`src/rtl/pow2_div_pkg.sv`:
```
package pow2_div_pkg;

  localparam int OUT_N = 4;

  typedef struct packed {
    logic count;  // one accepted count edge this cycle
    logic load;   // capture programming code
  } strobe_t;

  // Exponent of the ratio for output sel (0 = main, 1..3 = auxiliary).
  // Zero means the output is held low.
  function automatic logic [5:0] mapExp(input int sel, input logic [4:0] code);
    int c;
    int e;
    c = int'(code);
    e = 0;
    if (c >= 2) begin
      case (sel)
        0: e = c;
        1: begin
          if (c >= 24)      e = 3 + ((c - 24) >> 1) * 2;
          else if (c >= 22) e = 0;
          else              e = 9;
        end
        2: begin
          if (c >= 16)      e = 3 + ((c - 16) >> 1) * 2;
          else if (c >= 14) e = 0;
          else              e = 17;
        end
        default: begin
          if (c >= 8) e = 2 + ((c - 8) >> 1) * 2;
          else        e = 24;
        end
      endcase
    end
    return 6'(e);
  endfunction

endpackage

```
`src/rtl/pow2_div_ctrl.sv`:
```
module pow2_div_ctrl #(
  parameter int SYNC_N = 2
) (
  input  logic                  clk,
  input  logic                  clrN,
  input  logic                  cntClkA,
  input  logic                  cntClkB,
  output pow2_div_pkg::strobe_t stb
);

  logic [SYNC_N-1:0] syncA;
  logic [SYNC_N-1:0] syncB;
  logic              prevA;
  logic              prevB;
  logic              lvlA;
  logic              lvlB;

  always_ff @(posedge clk or negedge clrN) begin
    if (!clrN) begin
      syncA <= '0;
      syncB <= '0;
      prevA <= 1'b0;
      prevB <= 1'b0;
    end else begin
      syncA <= {syncA[SYNC_N-2:0], cntClkA};
      syncB <= {syncB[SYNC_N-2:0], cntClkB};
      prevA <= lvlA;
      prevB <= lvlB;
    end
  end

  assign lvlA = syncA[SYNC_N-1];
  assign lvlB = syncB[SYNC_N-1];

  always_comb begin
    stb.count = (lvlA & ~prevA & ~lvlB) | (lvlB & ~prevB & ~lvlA);
    stb.load  = ~clrN;
  end

endmodule

```
`src/rtl/pow2_div_dp.sv`:
```
module pow2_div_dp #(
  parameter int CNT_W  = 31,
  parameter int CODE_W = 5,
  parameter int OUT_N  = 4
) (
  input  logic                  clk,
  input  logic                  clrN,
  input  pow2_div_pkg::strobe_t stb,
  input  logic [CODE_W-1:0]     progCode,
  output logic [CNT_W-1:0]      cnt,
  output logic [CODE_W-1:0]     codeReg,
  output logic [OUT_N-1:0]      outVec
);

  always_ff @(posedge clk or negedge clrN) begin
    if (!clrN) cnt <= '0;
    else if (stb.count) cnt <= cnt + 1'b1;
  end

  always_ff @(posedge clk) begin
    if (stb.load) codeReg <= progCode;
  end

  for (genvar g = 0; g < OUT_N; g++) begin : g_out
    logic [5:0]     expV;
    logic [CNT_W:0] shifted;
    assign expV       = pow2_div_pkg::mapExp(g, codeReg);
    // Bit expV-1 of the count; exponent zero lands on the padding zero.
    assign shifted    = {cnt, 1'b0} >> expV;
    assign outVec[g]  = clrN & shifted[0];
  end

endmodule

```
`src/rtl/pow2_divider.sv`:
```
module pow2_divider #(
  parameter int CNT_W  = 31,
  parameter int CODE_W = 5,
  parameter int SYNC_N = 2
) (
  input  logic              clk,
  input  logic              chainClrN,
  input  logic              cntClkA,
  input  logic              cntClkB,
  input  logic [CODE_W-1:0] progCode,
  output logic              divOut,
  output logic [2:0]        auxOut
);

  localparam int OUT_N = pow2_div_pkg::OUT_N;

  pow2_div_pkg::strobe_t stb;
  logic [CNT_W-1:0]      cntVal;
  logic [CODE_W-1:0]     curCode;
  logic [OUT_N-1:0]      outVec;
  logic                  countStb;

  pow2_div_ctrl #(.SYNC_N(SYNC_N)) ctrl_i (
    .clk     (clk),
    .clrN    (chainClrN),
    .cntClkA (cntClkA),
    .cntClkB (cntClkB),
    .stb     (stb)
  );

  pow2_div_dp #(.CNT_W(CNT_W), .CODE_W(CODE_W), .OUT_N(OUT_N)) dp_i (
    .clk      (clk),
    .clrN     (chainClrN),
    .stb      (stb),
    .progCode (progCode),
    .cnt      (cntVal),
    .codeReg  (curCode),
    .outVec   (outVec)
  );

  assign countStb = stb.count;
  assign divOut   = outVec[0];
  assign auxOut   = outVec[3:1];

endmodule

```
`config.mk`:
```
export PLATFORM = sky130hd
export DESIGN_NAME = pow2_divider
export DESIGN_NICKNAME = d
export VERILOG_FILES = /design/src/rtl/pow2_div_pkg.sv /design/src/rtl/pow2_div_ctrl.sv /design/src/rtl/pow2_div_dp.sv /design/src/rtl/pow2_divider.sv
export SDC_FILE = /design/constraint.sdc
export NUM_CORES = 1
export LEC_CHECK = 0
export BUFFER_PORTS_ARGS = -buffer_cell sky130_fd_sc_hd__buf_4
export CAP_MARGIN = 20
export CORE_MARGIN = 10
export CORE_UTILIZATION = 55
export CTS_CLUSTER_SIZE = 28
export DETAILED_ROUTE_END_ITERATION = 10
export HOLD_SLACK_MARGIN = 0.02
export PLACE_DENSITY = 0.77
export RECOVER_POWER = 25
export SYNTH_ARGS = -nofsm -noshare
export SYNTH_HDL_FRONTEND = slang
export SYNTH_SLANG_ARGS = --single-unit
```
`constraint.sdc`:
```
create_clock -name clk -period 2.6 [get_ports clk]
set_input_delay 0.52 -clock clk [delete_from_list [all_inputs] [get_ports clk]]
set_output_delay 0.52 -clock clk [all_outputs]
set_load 0.05 [all_outputs]
```
* Word level (Yosys, flattened, before mapping)
Index checks and enable logic that the tools add are counted.
Storage, ports and cells: flip-flop bits (word level) 42, latch bits 0, RAM bits 0, memory bits (read-only) 0, output and inout bits 4, word-level logic and storage cells 45, memories kept 0
Cells by class: add/sub/neg operators 7, $mul 0, div/mod/pow operators 0, order comparisons 6, equality and inequality tests 0, shifts and indexed selects 4, multiplexer cells 9, bitwise logic cells 13, reduce and logical (&&, ||, !) cells 0
Operators with widths (count):
- $shr A32 B6 Y1 | 3
- $mux W6 | 6
- $shr A32 B5 Y1 | 1
- $add A31 B1 Y31 const B | 1
- $add A3 B6 Y6 const A | 3
- $ge A5 B5 Y1 const B | 3
- $sub A5 B5 Y6 const B | 2
- $ge A5 B4 Y1 const B | 2
- $mux W5 | 2
- $and A1 B1 Y1 | 8
- $sub A5 B4 Y6 const B | 1
- $ge A5 B2 Y1 const B | 1
- $mux W4 | 1
- $not A1 Y1 | 4
- $or A1 B1 Y1 | 1

* Logic depth before layout (Yosys ltp)
Gate-level depths: netlist of run 1.
depth in word-level cells 6, depth in mapped cells 10

* Cells and area by module
From an unflattened synthesis of run 1, not the netlist that was laid out.
Unflattened totals: cell total of the unflattened synthesis 319, area total of the unflattened synthesis 2967.8 um^2
Modules (own cells, without submodules):
- pow2_div_dp | instances 1, cells each 309, area each 2790.2 um^2, sequential area each 925.9 um^2
- pow2_div_ctrl | instances 1, cells each 10, area each 177.7 um^2, sequential area each 150.1 um^2

* Worst setup path before layout of run 1
Ideal clock, no wire load.
path type register to output, start point reg dp_i.codeReg[1], end point out auxOut[1], data arrival time 3221 ps, slack -1141 ps, stages on the path, launching flop included 10, buffers on the path 1, path through edfxtp_1 > clkbuf_8 > clkinv_1 > ha_1 > inv_1 > mux4_2 > nand2_1 > nand4_1 > nand2_1 > nor4_1
Between the ends: longest elaborated chain between the ends 6, elaborated cells between the ends (all ways) 10, those cells by class add/sub: 2; order compare: 3; shift: 1; mux: 3; bitwise: 1
RTL lines:
- start, declared | RTL line pow2_div_dp.sv:11 | output logic [CODE_W-1:0] codeReg,
- start signal, assigned | RTL line pow2_div_dp.sv:21 | if (stb.load) codeReg <= progCode;
- $sub A5 B5 Y6 / $ge A5 B4 Y1 (equally long branches) | RTL line pow2_div_pkg.sv:26, pow2_div_pkg.sv:27
- $add A3 B6 Y6 / $mux W5 (equally long branches) | RTL line pow2_div_pkg.sv:26, pow2_div_pkg.sv:27
- $mux W6 | RTL line pow2_div_pkg.sv:26 | if (c >= 16) e = 3 + ((c - 16) >> 1) * 2;
- $mux W6 (*) | RTL line pow2_div_pkg.sv:17 | if (c >= 2) begin
- $shr A32 B6 Y1 (*) | RTL line pow2_div_dp.sv:29 | assign shifted = {cnt, 1'b0} >> expV;
- $and A1 B1 Y1 (*) | RTL line pow2_div_dp.sv:30 | assign outVec[g] = clrN & shifted[0];
- end, declared | RTL line pow2_divider.sv:12 | output logic [2:0] auxOut
Every way passes the cells marked *; elsewhere a longest branch is shown, timed or not.

* Worst setup path in the final report of run 1
start point reg dp_i.codeReg[2], end point out auxOut[0]
Between the ends: longest elaborated chain between the ends 6, elaborated cells between the ends (all ways) 10, those cells by class add/sub: 2; order compare: 3; shift: 1; mux: 3; bitwise: 1
RTL lines:
- $sub A5 B5 Y6 / $ge A5 B5 Y1 (equally long branches) | RTL line pow2_div_pkg.sv:21, pow2_div_pkg.sv:22
- $add A3 B6 Y6 / $mux W4 (equally long branches) | RTL line pow2_div_pkg.sv:21, pow2_div_pkg.sv:22
- $mux W6 | RTL line pow2_div_pkg.sv:21 | if (c >= 24) e = 3 + ((c - 24) >> 1) * 2;
- $mux W6 (*) | RTL line pow2_div_pkg.sv:17
- $shr A32 B6 Y1 (*) | RTL line pow2_div_dp.sv:29
- $and A1 B1 Y1 (*) | RTL line pow2_div_dp.sv:30
Marks and branches as above.

==> results of run 1 <==
-- power by group through the flow --
stage / registers [mW] / clock network [mW] / logic, mW
final: 0.807 / 0.560 / 0.740
after global routing: 0.817 / 0.589 / 0.785
after CTS: 0.804 / 0.567 / 0.661
after detailed placement: 0.813 / 0 / 0.588
after global placement: 0.815 / 0 / 0.572
after floorplan: 0.789 / 0 / 0.378
-- registers in the layout, summed over array words and instances, names as in the netlist --
register	flops
dp_i.cnt	31
dp_i.codeReg	5
ctrl_i.syncA	2
ctrl_i.syncB	2
ctrl_i.prevA	1
ctrl_i.prevB	1
-- critical path: stages, from the launching register on --
cell and delay, ps:
edfxtp_1 490, inv_2 170, ha_4 150, nor2b_4 180
o21a_4 180, nand2_2 60, or4_1 480, a211o_1 290
o211ai_1 100, buf_4 230
-- per-layer routing --
metal / up-vias / GRT usage [%] / share of wire [%]
li1: 1287 / - / -
met1: 1393 / 25.82 / 39
met2: 198 / 33.70 / 46
met3: 57 / 4.317 / 9.8
met4: 0 / 9.620 / 5.2
met5: - / 0 / 0
-- path summary, 6_finish.rpt --
| kind | start | end | slack (ps) | depth (start not counted) |
|---|---|---|---|---|
| worst max-delay path | dp_i.codeReg[2] | auxOut[0] | -570 | 9 |
| worst min-delay path | chainClrN | dp_i.cnt[10] | 140 | 2 |
| worst max register to register | dp_i.cnt[12] | dp_i.cnt[29] | 590 | 6 |
| worst min register to register | ctrl_i.syncB[0] | ctrl_i.syncB[1] | 360 | 0 |
| max in group asynchronous | chainClrN | dp_i.cnt[30] | 520 | 3 |
| min in group clk | cntClkB | ctrl_i.syncB[0] | 340 | 1 |
-- logic make-up (layout without fill, tap and decap cells) --
| group | count (synthesis) | in the layout |
|---|---|---|
| flops | 42 | 42 |
| fa+ha+maj | 13 | 13 |
| simple gates | 117 | 117 |
| buf+inv | 20 | 102 |
| xor+xnor | 34 | 34 |
| mux | 21 | 21 |
| compound gates | 56 | 56 |
-- Yosys cell counts (3+ instances only) --
cell type  count
clkbuf_8       4
nand4_1       11
nand2b_1       4
inv_1          8
edfxtp_1       5
nor2b_1        5
o21ai_0       10
xnor2_1       22
clkbuf_1       3
dfrtp_1       37
and3_1         3
a31oi_1        5
mux4_1         3
nand2_1       41
ha_1          13
buf_2          3
nor3_1         7
mux4_2         4
nand3_1       13
nor2_1        16
a21oi_1        8
o211ai_1       5
mux2i_1       12
a211oi_1       6
xor2_1        10
and4_1         3
-- what timing repair did --
item | CTS | global route
setup endpoints to repair | 4 | 4
setup buffers | 14 | 6
gates resized for setup | 41 | 10
pin swaps | 17 | 6
cloned | 0 | 0
-- layout make-up --
class,count,area (um^2)
Fill cell,321,1106
Sequential cell,42,1076
Multi-Input combinational cell,241,2043
Timing Repair Buffer,85,704.4
Clock buffer,5,68.82
Tap cell,70,87.58
Inverter,9,37.54
Clock inverter,3,48.80
-- through the flow --
stage	power (mW)	util, %	cell area (um^2)	setup WS (ps)
finish	2.107	78.62	4066	-568.5
global route	2.192	78.62	4066	-642.5
CTS	2.031	76.49	3956	-502.5
detailed placement	1.400	69.23	3581	-291.1
global placement	1.387	69.23	3581	-239.4
floorplan	1.167	-	3074	-467.3
==> key figures, run 1 <==
Run status
  • Status: finished, violations left
  • Violated checks: capacitance limit, slew limit, setup timing

Synth
  • Synth area leaders: dfrtp_1 (31%), xnor2_1 (6.5%), ha_1 (5.5%)
  • Post-synth EDFFs: 5
  • Synth Flop Type: dfrtp_1
  • Synth Instances: between 300 and 400
  • Syn. warnings: 0
  • Mux share of post-synthesis cell area: 10.45%
  • Synth cell types: 56
  • Area share of xor/xnor cells in the synthesized design: 10.49%
  • Synth Area in Compound Gates: a little over an eighth
  • Register area share after synthesis: a little over a third
  • Post-synthesis cell area: between 2000 and 3000 um^2
  • Synth Area in Adders: 5.455%
  • Synthesized area per cell: slightly below 10 um^2
  • Post-synth top area cell: dfrtp_1
  • Synth top area share: a little under a third
  • Seq cells post-synth: 42
  • Post-synthesis simple-gate area fraction: 20.39%
  • Net Count, Synth: 325
  • Main combinational cell family by area after synthesis: simple AND/OR/NAND/NOR gates
  • Synth async-reset ratio: 88.10%

Clock tree
  • Cts bufs inserted: 5
  • Worst-path clk slew: 100 ps
  • CTS tree: yes
  • CTS Root Cell: clkbuf_8
  • CTS Sinks: 42
  • Clk buf depth: 2
  • Post-CTS Hold Fix Bufs: 0
  • Skew-Pair Late Insertion Delay: between 300 and 400 ps
  • H-Tree Depth: 2

Power and ir drop
  • NetSw: 736.1 uW
  • Clk pwr share: 26.6%
  • P per Cell Area: 518.2 nW/um^2
  • Worst vdd ir: between 0.3 and 0.4 mV
  • Comb pwr share: 35.1%
  • Leak: 1.723 nW
  • Net Sw Frac: 34.93%
  • Int Pwr: 1.371 mW
  • Flop pwr share: 38.3%

Worst setup path
  • Worst path arrival time: 2650 ps
  • Setup crit start kind: flop
  • Setup crit end kind: output pin
  • CP Data Required Time: 2080 ps
  • Crit Path Class: reg2out
  • CP max FO: 5

Floorplan
  • Starting Density: 57.64%
  • Row count: 26
  • Die Area: 8767 um^2
  • Die width: 93.63 um
  • Core Area: between 5000 and 6000 um^2
  • Die Span Y: 93.63 um
  • Io pins: 13

Layout
  • Most frequent cells in the layout: buf_4 (64), nand2_1 (38), dfrtp_1 (37)
  • Most common cell after layout, fill and taps aside: buf_4
  • Nets@finish: 406
  • Syn-to-layout area delta: 36.38%
  • Diode count: 0
  • Layout cells sized above 1: 36.88%
  • Cell Count, Final, Fillers Out: about 460

STA
  • Post-layout min period: approximately 3200 ps
  • Rel. slew slack: -21.83%
  • Hold slack: 143.2 ps
  • Setup_tns: -2177 ps
  • Unrepaired setup endpoints after global routing: true
  • Final setup violation count: 4
  • Max Slew Vio Count: 36
  • Fmax: 315.6 MHz
  • Worst setup skew after layout: 15.62 ps
  • Tcrit/Tclk final: 121.9%
  • Final setup margin: -568.5 ps
  • Worst Max-Slew Pin Slew: approximately 1800 ps
  • Endpoints failing hold: 0

GRT
  • Global-route wire length before repair: around 14 mm
  • Total gr overflow: 0
  • Pin count of the biggest net entering global routing: 36
  • Antenna violations before repair: 0
  • Total GRT Usage: 20.74%
  • Vias in the first global route: 2836

Place
  • HPWL Detailed: around 6 mm
  • Input/output buffers: 12
  • Gpl congestion: 0.9737
  • Dpl cells: 430

Detailed routing
  • Post-route DRC: 0
  • Routed wire length per instance: around 21 um
  • Routed Antenna Nets: 0
  • Via density: 6.451
  • Via count: 2935
  • DRT iter0 DRCs: between 500 and 600
  • Final WL: roughly 9.4 mm
  • Pre-Repair DR Iteration Count: 5

Run
  • Number of max-cap violations: 1

Worst hold path
  • HP Class: in2async
No activity file was read; power rests on OpenSTA's default activity.
==> run 2: changes to the inputs <==
--- a/config.mk
+++ b/config.mk
@@ -11,9 +11,11 @@
 export CORE_UTILIZATION = 55
 export CTS_CLUSTER_SIZE = 28
 export DETAILED_ROUTE_END_ITERATION = 10
+export GPL_TIMING_DRIVEN = 0
 export HOLD_SLACK_MARGIN = 0.02
 export PLACE_DENSITY = 0.77
 export RECOVER_POWER = 25
 export SYNTH_ARGS = -nofsm -noshare
 export SYNTH_HDL_FRONTEND = slang
+export SYNTH_HIERARCHICAL = 1
 export SYNTH_SLANG_ARGS = --single-unit
==> run 2 against run 1 <==
Compared with the run above: the run ends with setup timing left; die area shrank 0.36%; count of clock-buffer cells in the layout stayed put; sequential power increased by 1%; final cell count decreased by 2.9%; area after synthesis fell by 0.46%; worst setup slack worse by 140 ps; critical path type unchanged.
==> key figures, run 2 <==
Synth
  • Synth async-reset ratio: 88.10%
  • Synth top area share: 31.20%
  • Synthesized area per cell: 9.304 um^2
  • Top cells by count, synth: dfrtp_1 (37), nand2_1 (33), nor2_1 (26), xnor2_1 (26), nand3_1 (15)
  • Seq cells post-synth: 42
  • Net Count, Synth: 341
  • Synth Instances: 319
  • Synth cell types: 63
  • Synth Flop Type: dfrtp_1
  • Post-synthesis cell area: 2968 um^2
  • Synth area leaders: dfrtp_1 (31%), xnor2_1 (7.7%), ha_1 (5.5%)
  • Register area share after synthesis: 36.26%
  • Post-synth top area cell: dfrtp_1
  • Post-synth EDFFs: 5
  • Top-count cell post-synth: dfrtp_1
  • Syn. warnings: 6

Clock tree
  • Clk buf depth: 2
  • CTS Sinks: 42
  • Skew-Pair Late Insertion Delay: 310 ps
  • Post-CTS Hold Fix Bufs: 0
  • Worst-path clk slew: 90 ps
  • CTS tree: yes
  • H-Tree Depth: 2
  • Cts bufs inserted: 5
  • CTS Root Cell: clkbuf_8

Floorplan
  • Row count: 26
  • Io pins: 13
  • Die Span Y: 93.46 um
  • Die width: 93.46 um
  • Core Area: roughly 5200 um^2
  • Die Area: 8735 um^2
  • Starting Density: between 50% and 60%

STA
  • Final setup margin: -710.9 ps
  • Post-layout min period: 3311 ps
  • Max Slew Vio Count: 0
  • Worst setup skew after layout: 11.86 ps
  • Fmax: ~300 MHz
  • Endpoints failing hold: 0
  • Unrepaired setup endpoints after global routing: true
  • Hold slack: between 150 and 200 ps
  • Rel. slew slack: 64.77%
  • Tcrit/Tclk final: 127.3%
  • Final setup violation count: 4
  • Worst Max-Slew Pin Slew: between 500 and 600 ps

Worst setup path
  • Worst path arrival time: 2790 ps
  • CP max FO: 5
  • Max incr delay on CP: 420 ps
  • Crit Path Class: reg2out
  • Worst R2R Setup Slack: 460 ps
  • CP most frequent cell: o21ai_0
  • Worst-path cell chain: buf_4 > buf_6 > ha_1 > nand2_1 > ha_2 > o21ai_0 > a21oi_1 > o32ai_1 > o21ai_0 > a22o_4 > buf_8
  • Reg2reg path depth: 8
  • Reg-to-Reg End: dp_i/cnt[17]
  • CP Data Required Time: 2080 ps
  • Setup crit start kind: flop
  • Setup crit end kind: output pin
  • CP max stage cell: edfxtp_1
  • Reg-to-reg startpoint: ctrl_i/syncB[1]

Place
  • Input/output buffers: 12
  • Dpl cells: ~400
  • Gpl congestion: 0.9494
  • HPWL Detailed: 5.623 mm

GRT
  • Global-route wire length before repair: ~15 mm
  • Antenna violations before repair: 0
  • Vias in the first global route: 2896
  • Total gr overflow: 0
  • Total GRT Usage: 21.47%
  • Pin count of the biggest net entering global routing: 42

Layout
  • Biggest registers after layout: dp_i/cnt (31), dp_i/codeReg (5)
  • Most frequent cells in the layout: dfrtp_1 (37), buf_4 (33), nand2_1 (32)
  • Diode count: 0
  • Syn-to-layout area delta: 33.43%
  • Cell Count, Final, Fillers Out: between 400 and 500
  • Layout cells sized above 1: 33.33%
  • Max reg flops: 31
  • Fill count: about 320
  • Util after Layout: 76.56%
  • Largest register by flop count: dp_i/cnt
  • Most common cell after layout, fill and taps aside: dfrtp_1
  • Nets@finish: 393

Power and ir drop
  • Final Power: roughly 2.1 mW
  • P per Cell Area: 518.9 nW/um^2
  • Leak: 1.602 nW
  • Worst vdd ir: 0.3929 mV

Run
  • Number of max-cap violations: 0

Detailed routing
  • Via count: 3055
  • Pre-Repair DR Iteration Count: 7
  • Routed Antenna Nets: 0
  • Post-route DRC: 0
  • Routed wire length per instance: approximately 23 um
  • Via density: roughly 7
  • DRT iter0 DRCs: between 400 and 500
  • Final WL: 10.14 mm

Worst hold path
  • HP Class: in2async

Run status
  • Violated checks: setup timing
  • Status: finished, violations left
## run 2: changes by cell type after synthesis, moves of 4 or more
cell     previous run  this run
nor3_1              7        12
nand2_1            41        33
xnor2_1            22        26
nand4_1            11         7
nor2_1             16        26
## run 2: report_power, final
group	switching [mW]	internal (mW)	total (mW)	leakage, nW
sequential	0.101	0.717	0.818	0.543
combinational	0.445	0.349	0.794	1.01
clock	0.250	0.193	0.443	0.0451
## run 2: cell families (layout without fill, tap and decap cells)
family	Yosys count	count (layout)	share of synthesized area [%]
and+or+nand+nor	121	121	20.11
adders and majority gates	13	13	5.481
muxes	18	18	7.293
AOI/OAI and AO/OA	68	68	16.86
buffers and inverters	24	77	4.258
xor gates and xnor gates	33	33	9.739
DFF	42	42	36.26
## run 2: repair_timing
action | CTS | global route
buffers inserted | 24 | 10
endpoints found under the setup margin | 4 | 4
gates cloned | 0 | 0
resized for setup | 44 | 19
pin swaps | 11 | 6
## run 2: critical path, delay by kind of cell, from the launching register on
| family | cells | cell delay [ps] |
|---|---|---|
| AND/OR/NAND/NOR | 1 | 70 |
| adder cells (fa/ha/maj) | 2 | 390 |
| AO/OA/AOI/OAI | 5 | 1140 |
| buffers and inverters | 3 | 460 |
| flip-flops | 1 | 420 |
## run 2: metrics by stage
stage	area (um^2)	TNS, ps	setup slack [ps]
floorplan	3147	-827.0	-337.5
global placement	3324	-2293	-700.4
detailed placement	3324	-2312	-691.9
CTS	3797	-2017	-531.7
global route	3960	-2805	-739.4
finish	3960	-2578	-710.9
## run 2: cell type report
cell class                 count  area (um^2)  area share (%)
multi-input combinational    253         2148           54.25
sequential                    42         1076           27.17
timing repair buffer          46        375.4           9.479
buffer                        11        116.4           2.938
tap                           70        87.58           2.212
clock buffer                   5        68.82           1.738
inverter                      12        65.06           1.643
clock inverter                 3        22.52          0.5687
## run 2: layer usage
layer | vias to the layer above | track usage (%) | wire, um
li1 | 1283 | - | -
met1 | 1413 | 28.22 | 3881
met2 | 259 | 32.02 | 4340
met3 | 100 | 4.956 | 1111
met4 | 0 | 11.18 | 807
met5 | - | 0 | 0
## run 2: worst max path at each step
| stage | startpoint | endpoint | slack [ps] |
|---|---|---|---|
| after CTS | dp_i/codeReg[3] | auxOut[1] | -530 |
| after detailed placement | dp_i/codeReg[1] | auxOut[2] | -690 |
| after global placement | dp_i/codeReg[1] | auxOut[2] | -700 |
| after global routing | dp_i/codeReg[3] | auxOut[1] | -740 |
| after floorplan | dp_i/codeReg[4] | auxOut[0] | -340 |
| final | dp_i/codeReg[3] | auxOut[1] | -710 |
